<file path="config.mk">
export PLATFORM = sky130hd
export DESIGN_NAME = sram_async_ctrl
export DESIGN_NICKNAME = d
export VERILOG_FILES = /design/src/rtl/sram_ctrl_pkg.sv /design/src/rtl/sram_pwrup_timer.sv /design/src/rtl/sram_phase_timer.sv /design/src/rtl/sram_async_ctrl.sv
export SDC_FILE = /design/constraint.sdc
export NUM_CORES = 1
export LEC_CHECK = 0
export BUFFER_PORTS_ARGS = -buffer_cell sky130_fd_sc_hd__buf_2
export CAP_MARGIN = 30
export CORE_ASPECT_RATIO = 0.5
export CORE_MARGIN = 1
export CORE_UTILIZATION = 55
export DETAILED_ROUTE_END_ITERATION = 7
export GPL_ROUTABILITY_DRIVEN = 1
export PLACE_DENSITY = 0.9
export SYNTH_ARGS = -nofsm -noshare
export SYNTH_HDL_FRONTEND = slang
export SYNTH_SLANG_ARGS = --single-unit
</file>
<file path="constraint.sdc">
create_clock -name clk -period 2.4 [get_ports clk]
set_clock_uncertainty 0.05 [all_clocks]
set_input_delay 0.12 -clock clk [delete_from_list [all_inputs] [get_ports clk]]
set_output_delay 0.12 -clock clk [all_outputs]
set_load 0.02 [all_outputs]
</file>
<file path="src/rtl/sram_ctrl_pkg.sv">
package sram_ctrl_pkg;

    typedef enum logic [2:0] {
        ST_PWR      = 3'd0,
        ST_IDLE     = 3'd1,
        ST_RD       = 3'd2,
        ST_RD_REL   = 3'd3,
        ST_WR_SET   = 3'd4,
        ST_WR_PULSE = 3'd5,
        ST_WR_HOLD  = 3'd6
    } ctrl_st_e;

    // Whole clock cycles covering a nanosecond limit, never below one.
    function automatic int unsigned ns_to_cyc(int unsigned ns, int unsigned period);
        if (ns == 0) return 1;
        return (ns + period - 1) / period;
    endfunction

    function automatic int unsigned umax(int unsigned a, int unsigned b);
        return (a > b) ? a : b;
    endfunction

endpackage

</file>
<file path="src/rtl/sram_pwrup_timer.sv">
module sram_pwrup_timer #(
    parameter int unsigned CYC = 100
) (
    input  logic clk,
    input  logic rst_n,
    output logic pwr_ok
);
    localparam int unsigned W = $clog2(CYC + 1);

    logic [W-1:0] cnt_d, cnt_q;

    always_comb begin
        cnt_d = cnt_q;
        if (cnt_q != W'(CYC)) cnt_d = cnt_q + 1'b1;
    end

    always_ff @(posedge clk or negedge rst_n) begin
        if (!rst_n) cnt_q <= '0;
        else        cnt_q <= cnt_d;
    end

    assign pwr_ok = (cnt_q == W'(CYC));

    // once the wait is over it stays over
    p_pwr_sticky_r2: assert property (@(posedge clk) disable iff (!rst_n)
        pwr_ok |=> pwr_ok);

endmodule

</file>
<file path="src/rtl/sram_phase_timer.sv">
module sram_phase_timer #(
    parameter int unsigned W = 3
) (
    input  logic         clk,
    input  logic         rst_n,
    input  logic         load,
    input  logic [W-1:0] load_val,
    output logic         expired
);
    logic [W-1:0] cnt_d, cnt_q;

    always_comb begin
        cnt_d = cnt_q;
        if (load)               cnt_d = load_val;
        else if (cnt_q != '0)   cnt_d = cnt_q - 1'b1;
    end

    always_ff @(posedge clk or negedge rst_n) begin
        if (!rst_n) cnt_q <= '0;
        else        cnt_q <= cnt_d;
    end

    assign expired = (cnt_q == '0);

    // the count only moves down between loads
    p_count_down_r5: assert property (@(posedge clk) disable iff (!rst_n)
        (!$past(load) && $past(cnt_q) != '0) |-> (cnt_q == $past(cnt_q) - 1'b1));

endmodule

</file>
<file path="src/rtl/sram_async_ctrl.sv">
module sram_async_ctrl
    import sram_ctrl_pkg::*;
#(
    parameter int unsigned ADDR_W      = 17,
    parameter int unsigned DATA_W      = 8,
    parameter int unsigned CLK_NS      = 10,
    parameter int unsigned T_AA_NS     = 45,
    parameter int unsigned T_OE_NS     = 22,
    parameter int unsigned T_RC_NS     = 45,
    parameter int unsigned T_WC_NS     = 45,
    parameter int unsigned T_WP_NS     = 35,
    parameter int unsigned T_SD_NS     = 25,
    parameter int unsigned T_HZ_NS     = 18,
    parameter int unsigned T_PWRUP_NS  = 200000
) (
    input  logic              clk,
    input  logic              rst_n,
    input  logic              req_valid,
    output logic              req_ready,
    input  logic              req_write,
    input  logic [ADDR_W-1:0] req_addr,
    input  logic [DATA_W-1:0] req_wdata,
    output logic              rsp_done,
    output logic [DATA_W-1:0] rsp_rdata,
    output logic              sram_cs_n,
    output logic              sram_cs,
    output logic              sram_rd_n,
    output logic              sram_wr_n,
    output logic [ADDR_W-1:0] sram_addr,
    output logic [DATA_W-1:0] sram_dq_out,
    output logic              sram_dq_oe,
    input  logic [DATA_W-1:0] sram_dq_in
);
    localparam int unsigned RD_CYC = umax(umax(ns_to_cyc(T_AA_NS, CLK_NS),
                                               ns_to_cyc(T_OE_NS, CLK_NS)),
                                          ns_to_cyc(T_RC_NS, CLK_NS));
    localparam int unsigned WC_CYC = ns_to_cyc(T_WC_NS, CLK_NS);
    localparam int unsigned WP_MIN = umax(ns_to_cyc(T_WP_NS, CLK_NS),
                                          ns_to_cyc(T_SD_NS, CLK_NS));
    localparam int unsigned WP_CYC = (WC_CYC > WP_MIN + 2) ? WC_CYC - 2 : WP_MIN;
    localparam int unsigned HZ_CYC = ns_to_cyc(T_HZ_NS, CLK_NS);
    localparam int unsigned PWR_CYC = ns_to_cyc(T_PWRUP_NS, CLK_NS);
    localparam int unsigned TMR_MAX = umax(umax(RD_CYC, WP_CYC), HZ_CYC);
    localparam int unsigned TMR_W = $clog2(TMR_MAX + 1);

    typedef struct packed {
        ctrl_st_e           st;
        logic               cs_n;
        logic               cs;
        logic               rd_n;
        logic               wr_n;
        logic [ADDR_W-1:0]  addr;
        logic [DATA_W-1:0]  wdata;
        logic               dq_oe;
        logic [DATA_W-1:0]  rdata;
        logic               done;
    } ctrl_t;

    localparam ctrl_t CTRL_RST = '{
        st: ST_PWR, cs_n: 1'b1, cs: 1'b0, rd_n: 1'b1, wr_n: 1'b1,
        addr: '0, wdata: '0, dq_oe: 1'b0, rdata: '0, done: 1'b0
    };

    ctrl_t             d, q;
    logic              pwr_ok;
    logic              tmr_load;
    logic [TMR_W-1:0]  tmr_val;
    logic              tmr_exp;

    sram_pwrup_timer #(.CYC(PWR_CYC)) u_pwrup (
        .clk    (clk),
        .rst_n  (rst_n),
        .pwr_ok (pwr_ok)
    );

    sram_phase_timer #(.W(TMR_W)) u_phase (
        .clk      (clk),
        .rst_n    (rst_n),
        .load     (tmr_load),
        .load_val (tmr_val),
        .expired  (tmr_exp)
    );

    always_comb begin
        d        = q;
        d.done   = 1'b0;
        tmr_load = 1'b0;
        tmr_val  = '0;
        unique case (q.st)
            ST_PWR: begin
                if (pwr_ok) d.st = ST_IDLE;
            end
            ST_IDLE: begin
                if (req_valid) begin
                    d.addr  = req_addr;
                    d.wdata = req_wdata;
                    d.cs_n  = 1'b0;
                    d.cs    = 1'b1;
                    if (req_write) begin
                        d.st = ST_WR_SET;
                    end else begin
                        d.st     = ST_RD;
                        d.rd_n   = 1'b0;
                        tmr_load = 1'b1;
                        tmr_val  = TMR_W'(RD_CYC - 1);
                    end
                end
            end
            ST_RD: begin
                if (tmr_exp) begin
                    d.rdata  = sram_dq_in;
                    d.done   = 1'b1;
                    d.st     = ST_RD_REL;
                    d.rd_n   = 1'b1;
                    d.cs_n   = 1'b1;
                    d.cs     = 1'b0;
                    tmr_load = 1'b1;
                    tmr_val  = TMR_W'(HZ_CYC - 1);
                end
            end
            ST_RD_REL: begin
                if (tmr_exp) d.st = ST_IDLE;
            end
            ST_WR_SET: begin
                d.st     = ST_WR_PULSE;
                d.wr_n   = 1'b0;
                d.dq_oe  = 1'b1;
                tmr_load = 1'b1;
                tmr_val  = TMR_W'(WP_CYC - 1);
            end
            ST_WR_PULSE: begin
                if (tmr_exp) begin
                    d.st   = ST_WR_HOLD;
                    d.wr_n = 1'b1;
                end
            end
            ST_WR_HOLD: begin
                d.st    = ST_IDLE;
                d.dq_oe = 1'b0;
                d.cs_n  = 1'b1;
                d.cs    = 1'b0;
                d.done  = 1'b1;
            end
            default: d = CTRL_RST;
        endcase
    end

    always_ff @(posedge clk or negedge rst_n) begin
        if (!rst_n) q <= CTRL_RST;
        else        q <= d;
    end

    assign req_ready   = (q.st == ST_IDLE);
    assign rsp_done    = q.done;
    assign rsp_rdata   = q.rdata;
    assign sram_cs_n   = q.cs_n;
    assign sram_cs     = q.cs;
    assign sram_rd_n   = q.rd_n;
    assign sram_wr_n   = q.wr_n;
    assign sram_addr   = q.addr;
    assign sram_dq_out = q.wdata;
    assign sram_dq_oe  = q.dq_oe;

    logic selected;
    assign selected = !q.cs_n && q.cs;

    // the pad drivers never fight the RAM outputs
    p_no_drive_on_read_r6: assert property (@(posedge clk) disable iff (!rst_n)
        sram_dq_oe |-> sram_rd_n);

    // both strobes are never low together
    p_strobe_excl_r6: assert property (@(posedge clk) disable iff (!rst_n)
        !(!sram_rd_n && !sram_wr_n));

    // the data bus is only driven two cycles or more after rd_n rises
    p_turnaround_r6: assert property (@(posedge clk) disable iff (!rst_n)
        $rose(sram_dq_oe) |-> ($past(sram_rd_n) && $past(sram_rd_n, 2)));

    // the write strobe only falls while the RAM is selected
    p_wr_selected_r5: assert property (@(posedge clk) disable iff (!rst_n)
        !sram_wr_n |-> selected);

    // the write data holds through the whole pulse
    p_wdata_stable_r5: assert property (@(posedge clk) disable iff (!rst_n)
        (sram_dq_oe && $past(sram_dq_oe)) |-> $stable(sram_dq_out));

    // the address holds while selected
    p_addr_stable_r8: assert property (@(posedge clk) disable iff (!rst_n)
        (selected && $past(selected)) |-> $stable(sram_addr));

    // standby whenever idle
    p_standby_r3: assert property (@(posedge clk) disable iff (!rst_n)
        req_ready |-> (sram_cs_n && !sram_cs));

    // the done strobe lasts a single cycle
    p_done_pulse_r7: assert property (@(posedge clk) disable iff (!rst_n)
        rsp_done |=> !rsp_done);

    // no traffic before the power-up wait ends
    p_pwr_gate_r2: assert property (@(posedge clk) disable iff (!rst_n)
        req_ready |-> pwr_ok);

endmodule

</file>
==> impl_table.tex, run 1 <==
\begin{tabular}{lr}
\hline
Metric & Value \\
\hline
\multicolumn{2}{l}{\textbf{Status}} \\
Run status & finished, final reports clean \\
\multicolumn{2}{l}{\textbf{Logic synthesis}} \\
Number of register bits inferred by synthesis & 60 \\
Average footprint of a synthesized cell & 11.6 um2 \\
Warnings, synthesis & 0 \\
Top cell type by total area after synthesis & sky130\_fd\_sc\_hd\_\_dfrtp\_1 \\
Mux cell area share after synthesis & 0.00706 \\
Combinational family with the most area after synthesis & compound AO/OA/AOI/OAI gates \\
Top cell type's share of synthesized area & 0.503 \\
Mapped Nets & 285 \\
Synth top area cells & sky130\_fd\_sc\_hd\_\_dfrtp\_1 50\%, sky130\_fd\_sc\_hd\_\_a22o\_1 10\%, sky130\_fd\_sc\_hd\_\_buf\_4 9.8\% \\
Area share of xor/xnor cells in the synthesized design & 0.0433 \\
Number of different library cells in the post-synthesis netlist & 45 \\
Number of enable-type register cells in the synthesized netlist & 0 \\
Fraction of the mapped netlist area in adder cells & 0.0177 \\
Seq/Total Area, Yosys & 0.531 \\
Number of cells produced by synthesis & 244 \\
Async set-or-reset flop fraction in the synthesized netlist & 1.00 \\
Predominant post-synthesis flop cell & sky130\_fd\_sc\_hd\_\_dfrtp\_1 \\
Synth Area in Simple Gates & 0.107 \\
Area fraction in compound gates after synthesis & 0.166 \\
Total standard cell area after synthesis & 2830 um2 \\
\multicolumn{2}{l}{\textbf{Routing}} \\
Via total after detailed routing & 2214 \\
DRT Wirelength & 6.93 mm \\
1st-iter DRT viols & 148 \\
Detailed-route DRC error count & 0 \\
Iteration count of the initial detailed-routing pass & 5 \\
Post-DR vias/cell & 5.56 \\
Remaining antenna violation count & 0 \\
WL/cell & 17.4 um \\
\multicolumn{2}{l}{\textbf{Power and ir drop}} \\
Net load switching power & 1.62 mW \\
Switching share of total power & 0.384 \\
Clock network power share & 0.246 \\
Logic pwr share & 0.370 \\
Part of the total power dissipated in sequential elements & 0.384 \\
Internal power & 2.59 mW \\
Max VDD drop & 0.588 mV \\
Power per Cell Area & 1180 nW/um2 \\
Standby leakage power & 1.76 nW \\
\multicolumn{2}{l}{\textbf{Placed design}} \\
Final GP Congestion & 0.857 \\
Number of port buffers & 76 \\
Post-detail-place hpwl & 3.79 mm \\
Setup slack after placement & 0.643 ns \\
\multicolumn{2}{l}{\textbf{Worst setup path}} \\
Register-to-Register Setup Slack & 0.52 ns \\
CP Capture Type & flop \\
WP data required & 2.57 ns \\
Worst setup endpoint & sram\_addr[11] \\
CP Max Fanout & 25 \\
Worst r2r dst & sram\_addr[11] \\
Critical R2R Launch & q[40] \\
Worst Setup SP & q[40] \\
Arrival time of data at the critical path endpoint & 2.05 ns \\
Path depth of the worst reg2reg path & 4 \\
Crit path kind & reg -> reg \\
CP startpoint kind & flop \\
\multicolumn{2}{l}{\textbf{Layout}} \\
Growth of design area from synthesis to finish & 25.4\% \\
Diodes inserted & 0 \\
Proportion of layout cells with a drive suffix above 1 & 0.317 \\
Leading cell type in the layout, fill and taps excluded & sky130\_fd\_sc\_hd\_\_buf\_2 \\
Leading cell types in the layout, fill and taps excluded & 76 x sky130\_fd\_sc\_hd\_\_buf\_2, 57 x sky130\_fd\_sc\_hd\_\_dfrtp\_1, 34 x sky130\_fd\_sc\_hd\_\_dlygate4sd3\_1 \\
Nets & 364 \\
\multicolumn{2}{l}{\textbf{Global routing}} \\
Global router's overall resource usage & 0.267 \\
GR Overflow Total & 0 \\
Pin count of the biggest net entering global routing & 42 \\
Antenna violations before repair & 0 \\
Wire length of the first global-routing pass & 10.8 mm \\
Via count of the first global-routing pass & 2141 \\
\multicolumn{2}{l}{\textbf{STA}} \\
Final hold violation count & 0 \\
Setup-violating endpoint count in the final report & 0 \\
Post-layout minimum cycle time & 1.88 ns \\
Worst Max-Slew Pin Slew & 0.902 ns \\
Setup repair after global routing missed its margin & no \\
Final Cycle Share & 0.783 \\
Worst-case setup margin in the final layout & 0.521 ns \\
Max Clock Freq & 0.532 GHz \\
Final number of max-transition violations & 0 \\
Relative slew margins & 0.398 \\
Setup TNS after final layout & 0 ns \\
\multicolumn{2}{l}{\textbf{Clocking}} \\
Number of sinks handled by clock tree synthesis & 60 \\
TritonCTS clock tree & yes \\
Resized Gates After CTS & 0 \\
TritonCTS buffer count & 9 \\
Clk\_lat worst skew & 0.34 ns \\
Buffer type at the clock tree root & sky130\_fd\_sc\_hd\_\_clkbuf\_8 \\
H-tree depth reported by CTS & 3 \\
Clock-pin slew on the worst setup and hold paths & 0.07 ns \\
Clock Tree Buf Depth & 2 \\
\multicolumn{2}{l}{\textbf{Floorplan}} \\
DIE HEIGHT & 52.8 um \\
Die ar. & 5460 um2 \\
Core Footprint & 4930 um2 \\
Floorplan row count & 18 \\
Chip Width & 104 um \\
Initial core utilization & 0.575 \\
Boundary Pins & 77 \\
\multicolumn{2}{l}{\textbf{Min path}} \\
Hold Crit Class & in -> reg \\
\multicolumn{2}{l}{\textbf{Run}} \\
Number of violations of the max-capacitance limit & 0 \\
\hline
\end{tabular}
synthesized netlist by cell type (3+ instances only):
library cell	number
sky130_fd_sc_hd__dfrtp_1	57
sky130_fd_sc_hd__buf_4	37
sky130_fd_sc_hd__a22o_1	33
sky130_fd_sc_hd__xnor2_1	13
sky130_fd_sc_hd__inv_1	8
sky130_fd_sc_hd__nand2_1	8
sky130_fd_sc_hd__nor2_1	8
sky130_fd_sc_hd__o21ai_0	7
sky130_fd_sc_hd__nand3_1	6
sky130_fd_sc_hd__a21oi_1	5
sky130_fd_sc_hd__ha_1	4
sky130_fd_sc_hd__nand2b_1	4
sky130_fd_sc_hd__and2_1	3
sky130_fd_sc_hd__buf_2	3
sky130_fd_sc_hd__buf_6	3
sky130_fd_sc_hd__dfstp_2	3
sky130_fd_sc_hd__nand4_1	3
sky130_fd_sc_hd__nor2b_1	3
power groups by stage:
stage	sequential [mW]	clock (mW)	combinational [mW]
after floorplan	1.54	0	1.45
after global placement	1.58	0	1.41
after detailed placement	1.60	0	1.47
after CTS	1.59	1.02	1.52
after global routing	1.66	1.07	1.68
final	1.62	1.03	1.56
final cells by class:
| type | count | area, um2 |
|---|---|---|
| sequential | 60 | 1510 |
| fill | 279 | 1380 |
| multi-input combinational | 131 | 965 |
| timing repair buffer | 113 | 743 |
| clock buffer | 10 | 138 |
| tap | 70 | 87.6 |
| clock inverter | 6 | 86.3 |
| inverter | 8 | 30.0 |
logic make-up after synthesis:
| group | count (synthesis) |
|---|---|
| muxes | 2 |
| adders and majority gates | 4 |
| AOI/OAI and AO/OA | 61 |
| xor gates and xnor gates | 14 |
| buffers and inverters | 53 |
| and+or+nand+nor | 50 |
| DFF | 60 |
routing by layer:
metal,wire (um),part of all wire,vias to the layer above,GRT usage
li1,-,-,999,-
met1,2940,0.42,1093,0.316
met2,3490,0.50,107,0.480
met3,402,0.058,15,0.0783
met4,103,0.015,0,0.0870
met5,0,0,-,0
how the worst min path moves through the flow:
stage | from | to | depth (start not counted)
2_1_floorplan | rst_n | q[39] | 0
3_3_place_gp | rst_n | sram_addr[10] | 1
3_5_place_dp | rst_n | sram_addr[10] | 1
4_1_cts | req_write | q[41] | 3
5_1_grt | req_write | sram_rd_n | 3
6_report | req_write | q[41] | 3
metrics by stage:
| stage | utilization | instances | cell area (um2) | power, mW | hold WS [ns] |
|---|---|---|---|---|---|
| after CTS | 0.721 | 398 | 3550 | 4.13 | 0.0553 |
| after detailed placement | 0.606 | 348 | 2990 | 3.07 | 0.232 |
| final | 0.721 | 398 | 3550 | 4.21 | 0.103 |
| after global placement | 0.606 | 348 | 2990 | 3.00 | 0.222 |
| after global routing | 0.721 | 398 | 3550 | 4.41 | 0.139 |
| after floorplan | - | 244 | 2830 | 2.99 | -0.226 |
state kept, by name, summed over array words and instances (netlist names):
register and count:
u_pwrup.cnt_q 15, sram_wr_n 1, q 3, u_phase.cnt_q 3, sram_dq_oe 1, sram_cs 1
sram_rd_n 1, sram_addr 17, sram_dq_out 8, sram_cs_n 1, rsp_done 1, rsp_rdata 8
worst max-delay path, cell delays in order, from the launching register on:
cell,delay [ns]
sky130_fd_sc_hd__dfrtp_1,0.73
sky130_fd_sc_hd__nand2_1,0.18
sky130_fd_sc_hd__o21ai_2,0.11
sky130_fd_sc_hd__nand2_2,0.30
sky130_fd_sc_hd__a22o_1,0.38
repair_timing:
item / CTS / global route
buffers inserted: 0 / 0
hold buffers: 34 / 0
endpoints found under the hold margin: 69 / 0
Power figures use the tool's default switching activity.
==> inputs of run 2 (changes only) <==
Settings changed: ABC_AREA from default to 1, CORE_UTILIZATION 55 to 48, PLACE_DENSITY 0.9 to 0.83.
Clock period 2.4 ns to 1.65 ns, I/O delays scaled along.
==> impl_table.tex, run 2 <==
\begin{tabular}{lr}
\hline
Metric & Value \\
\hline
\multicolumn{2}{l}{\textbf{Placed design}} \\
Number of port buffers & 76 \\
Total cell area at the placement stage & 3300 um2 \\
Post-detail-place hpwl & 4.14 mm \\
Final GP Congestion & 0.904 \\
\multicolumn{2}{l}{\textbf{Layout}} \\
Nets & 487 \\
Leading cell types in the layout, fill and taps excluded & 87 x sky130\_fd\_sc\_hd\_\_nand2\_1, 76 x sky130\_fd\_sc\_hd\_\_buf\_2, 56 x sky130\_fd\_sc\_hd\_\_dfrtp\_1 \\
Total non-filler cell area in the finished layout & 3990 um2 \\
Filler Cells Inserted & 516 \\
Diodes inserted & 0 \\
Proportion of layout cells with a drive suffix above 1 & 0.299 \\
Leading cell type in the layout, fill and taps excluded & sky130\_fd\_sc\_hd\_\_nand2\_1 \\
Growth of design area from synthesis to finish & 31.9\% \\
Flip-flop count of the largest register, all copies and words added & 17 \\
\multicolumn{2}{l}{\textbf{Logic synthesis}} \\
Top cell type's share of synthesized area & 0.471 \\
Number of cells produced by synthesis & 353 \\
Total standard cell area after synthesis & 3030 um2 \\
Number of register bits inferred by synthesis & 60 \\
Most frequent cells after synthesis & 91 x sky130\_fd\_sc\_hd\_\_nand2\_1, 57 x sky130\_fd\_sc\_hd\_\_dfrtp\_1, 52 x sky130\_fd\_sc\_hd\_\_inv\_1 \\
Top cell type by total area after synthesis & sky130\_fd\_sc\_hd\_\_dfrtp\_1 \\
Synth top area cells & sky130\_fd\_sc\_hd\_\_dfrtp\_1 47\%, sky130\_fd\_sc\_hd\_\_nand2\_1 11\%, sky130\_fd\_sc\_hd\_\_buf\_4 8.7\% \\
Average footprint of a synthesized cell & 8.57 um2 \\
Warnings, synthesis & 0 \\
Async set-or-reset flop fraction in the synthesized netlist & 1.00 \\
Seq/Total Area, Yosys & 0.498 \\
Predominant post-synthesis flop cell & sky130\_fd\_sc\_hd\_\_dfrtp\_1 \\
Mapped Nets & 394 \\
Number of enable-type register cells in the synthesized netlist & 0 \\
Cell with the most instances after synthesis & sky130\_fd\_sc\_hd\_\_nand2\_1 \\
Number of different library cells in the post-synthesis netlist & 24 \\
\multicolumn{2}{l}{\textbf{Clocking}} \\
Number of sinks handled by clock tree synthesis & 60 \\
Clk\_lat worst skew & 0.31 ns \\
Buffer type at the clock tree root & sky130\_fd\_sc\_hd\_\_clkbuf\_16 \\
TritonCTS clock tree & yes \\
TritonCTS buffer count & 9 \\
Clock Tree Buf Depth & 2 \\
H-tree depth reported by CTS & 3 \\
Clock-pin slew on the worst setup and hold paths & 0.05 ns \\
\multicolumn{2}{l}{\textbf{Global routing}} \\
Global router's overall resource usage & 0.213 \\
Via count of the first global-routing pass & 2477 \\
Wire length of the first global-routing pass & 10.9 mm \\
Antenna violations before repair & 0 \\
Pin count of the biggest net entering global routing & 61 \\
GR Overflow Total & 0 \\
\multicolumn{2}{l}{\textbf{STA}} \\
Worst Max-Slew Pin Slew & 0.434 ns \\
Min Hold Slack & 0.0875 ns \\
Post-layout minimum cycle time & 1.55 ns \\
Relative slew margins & 0.708 \\
Max Clock Freq & 0.644 GHz \\
Final hold violation count & 0 \\
Final number of max-transition violations & 0 \\
Final Cycle Share & 0.941 \\
Setup-violating endpoint count in the final report & 0 \\
\multicolumn{2}{l}{\textbf{Power and ir drop}} \\
Standby leakage power & 2.10 nW \\
Power per Cell Area & 1720 nW/um2 \\
Max VDD drop & 0.862 mV \\
\multicolumn{2}{l}{\textbf{Run}} \\
Number of violations of the max-capacitance limit & 0 \\
\multicolumn{2}{l}{\textbf{Status}} \\
Run status & finished, final reports clean \\
\multicolumn{2}{l}{\textbf{Routing}} \\
WL/cell & 12.4 um \\
Via total after detailed routing & 2508 \\
Remaining antenna violation count & 0 \\
1st-iter DRT viols & 150 \\
Post-DR vias/cell & 4.65 \\
Detailed-route DRC error count & 0 \\
DRT Wirelength & 6.66 mm \\
Iteration count of the initial detailed-routing pass & 4 \\
\multicolumn{2}{l}{\textbf{Worst setup path}} \\
CP Max Fanout & 25 \\
Worst Setup SP & q[41] \\
Arrival time of data at the critical path endpoint & 1.69 ns \\
WP data required & 1.79 ns \\
Register-to-Register Setup Slack & 0.1 ns \\
CP Capture Type & flop \\
Critical R2R Launch & q[41] \\
CP startpoint kind & flop \\
Crit path kind & reg -> reg \\
\multicolumn{2}{l}{\textbf{Floorplan}} \\
Boundary Pins & 77 \\
Floorplan row count & 20 \\
Chip Width & 114 um \\
Initial core utilization & 0.498 \\
DIE HEIGHT & 58.1 um \\
Core Footprint & 6080 um2 \\
Die ar. & 6640 um2 \\
\multicolumn{2}{l}{\textbf{Min path}} \\
Hold Crit Class & in -> reg \\
Hold Path Origin & req\_write \\
\hline
\end{tabular}
run 2: cell types whose count changed after synthesis, sizes merged, moves of 5 or more:
cell | before | now
nand2 | 9 | 93
inv | 8 | 56
a22o | 33 | 0
o21ai | 10 | 32
nor2 | 8 | 27
xor2 | 1 | 10
nand3 | 6 | 13
xnor2 | 13 | 6
buf | 43 | 38
nand2b | 5 | 0
run 2: final timing paths:
kind / endpoint / cells past startpoint
min in group asynchronous: u_pwrup.cnt_q[4] / 3
min: q[40] / 4
min reg2reg: rsp_rdata[5] / 2
max in group asynchronous: sram_rd_n / 3
max reg2reg: sram_dq_out[1] / 6
max: sram_dq_out[1] / 6
run 2: per-layer routing:
layer / part of all wire / track usage / up-vias
li1: - / - / 1230
met1: 0.42 / 0.248 / 1180
met2: 0.52 / 0.390 / 83
met3: 0.049 / 0.0544 / 15
met4: 0.015 / 0.0668 / 0
met5: 0 / 0 / -
run 2: stage by stage:
step	setup TNS (ns)	utilization	setup WS [ns]	power (mW)	std cells
floorplan	0	-	0.137	4.77	353
global placement	0	0.543	0.126	5.02	485
detailed placement	0	0.543	0.0784	5.10	485
CTS	0	0.645	0.0431	6.86	536
global route	-0.0520	0.656	-0.0431	7.36	539
finish	0	0.656	0.0977	6.88	539
run 2: kinds of logic after synthesis:
family | share of synthesized area
buffers and inverters | 0.167
AND/OR/NAND/NOR | 0.198
adder cells (fa/ha/maj) | 0.0165
flip-flops | 0.498
AO/OA/AOI/OAI | 0.0744
XOR/XNOR | 0.0463
run 2: report_power, final:
part,internal (mW),leakage [nW],switching [mW]
Clock,1.04,0.135,0.606
Combinational,1.05,1.20,1.82
Sequential,2.03,0.761,0.325
run 2: layout make-up:
type                            count  area [um2]  area share
Timing Repair inverter              1        5.00     0.00125
Tap cell                           88         110      0.0276
Multi-Input combinational cell    199        1060       0.266
Inverter                           56         210      0.0527
Clock inverter                      5        27.5     0.00690
Timing Repair Buffer              119         828       0.208
Sequential cell                    60        1510       0.377
Clock buffer                       11         243      0.0608
run 2: critical path, cell delays in order, from the launching register on:
cell                      delay, ns
sky130_fd_sc_hd__dfrtp_1       0.51
sky130_fd_sc_hd__inv_1         0.13
sky130_fd_sc_hd__nor2_1        0.06
sky130_fd_sc_hd__buf_4         0.15
sky130_fd_sc_hd__nor3_4        0.20
sky130_fd_sc_hd__buf_12        0.20
sky130_fd_sc_hd__o21ai_0       0.11
run 2: repair_timing:
item,4_1_cts,5_1_grt
endpoints found under the setup margin,0,17
hold buffers,35,0
setup buffers,0,2
hold endpoints to repair,91,0
gates resized for setup,0,18
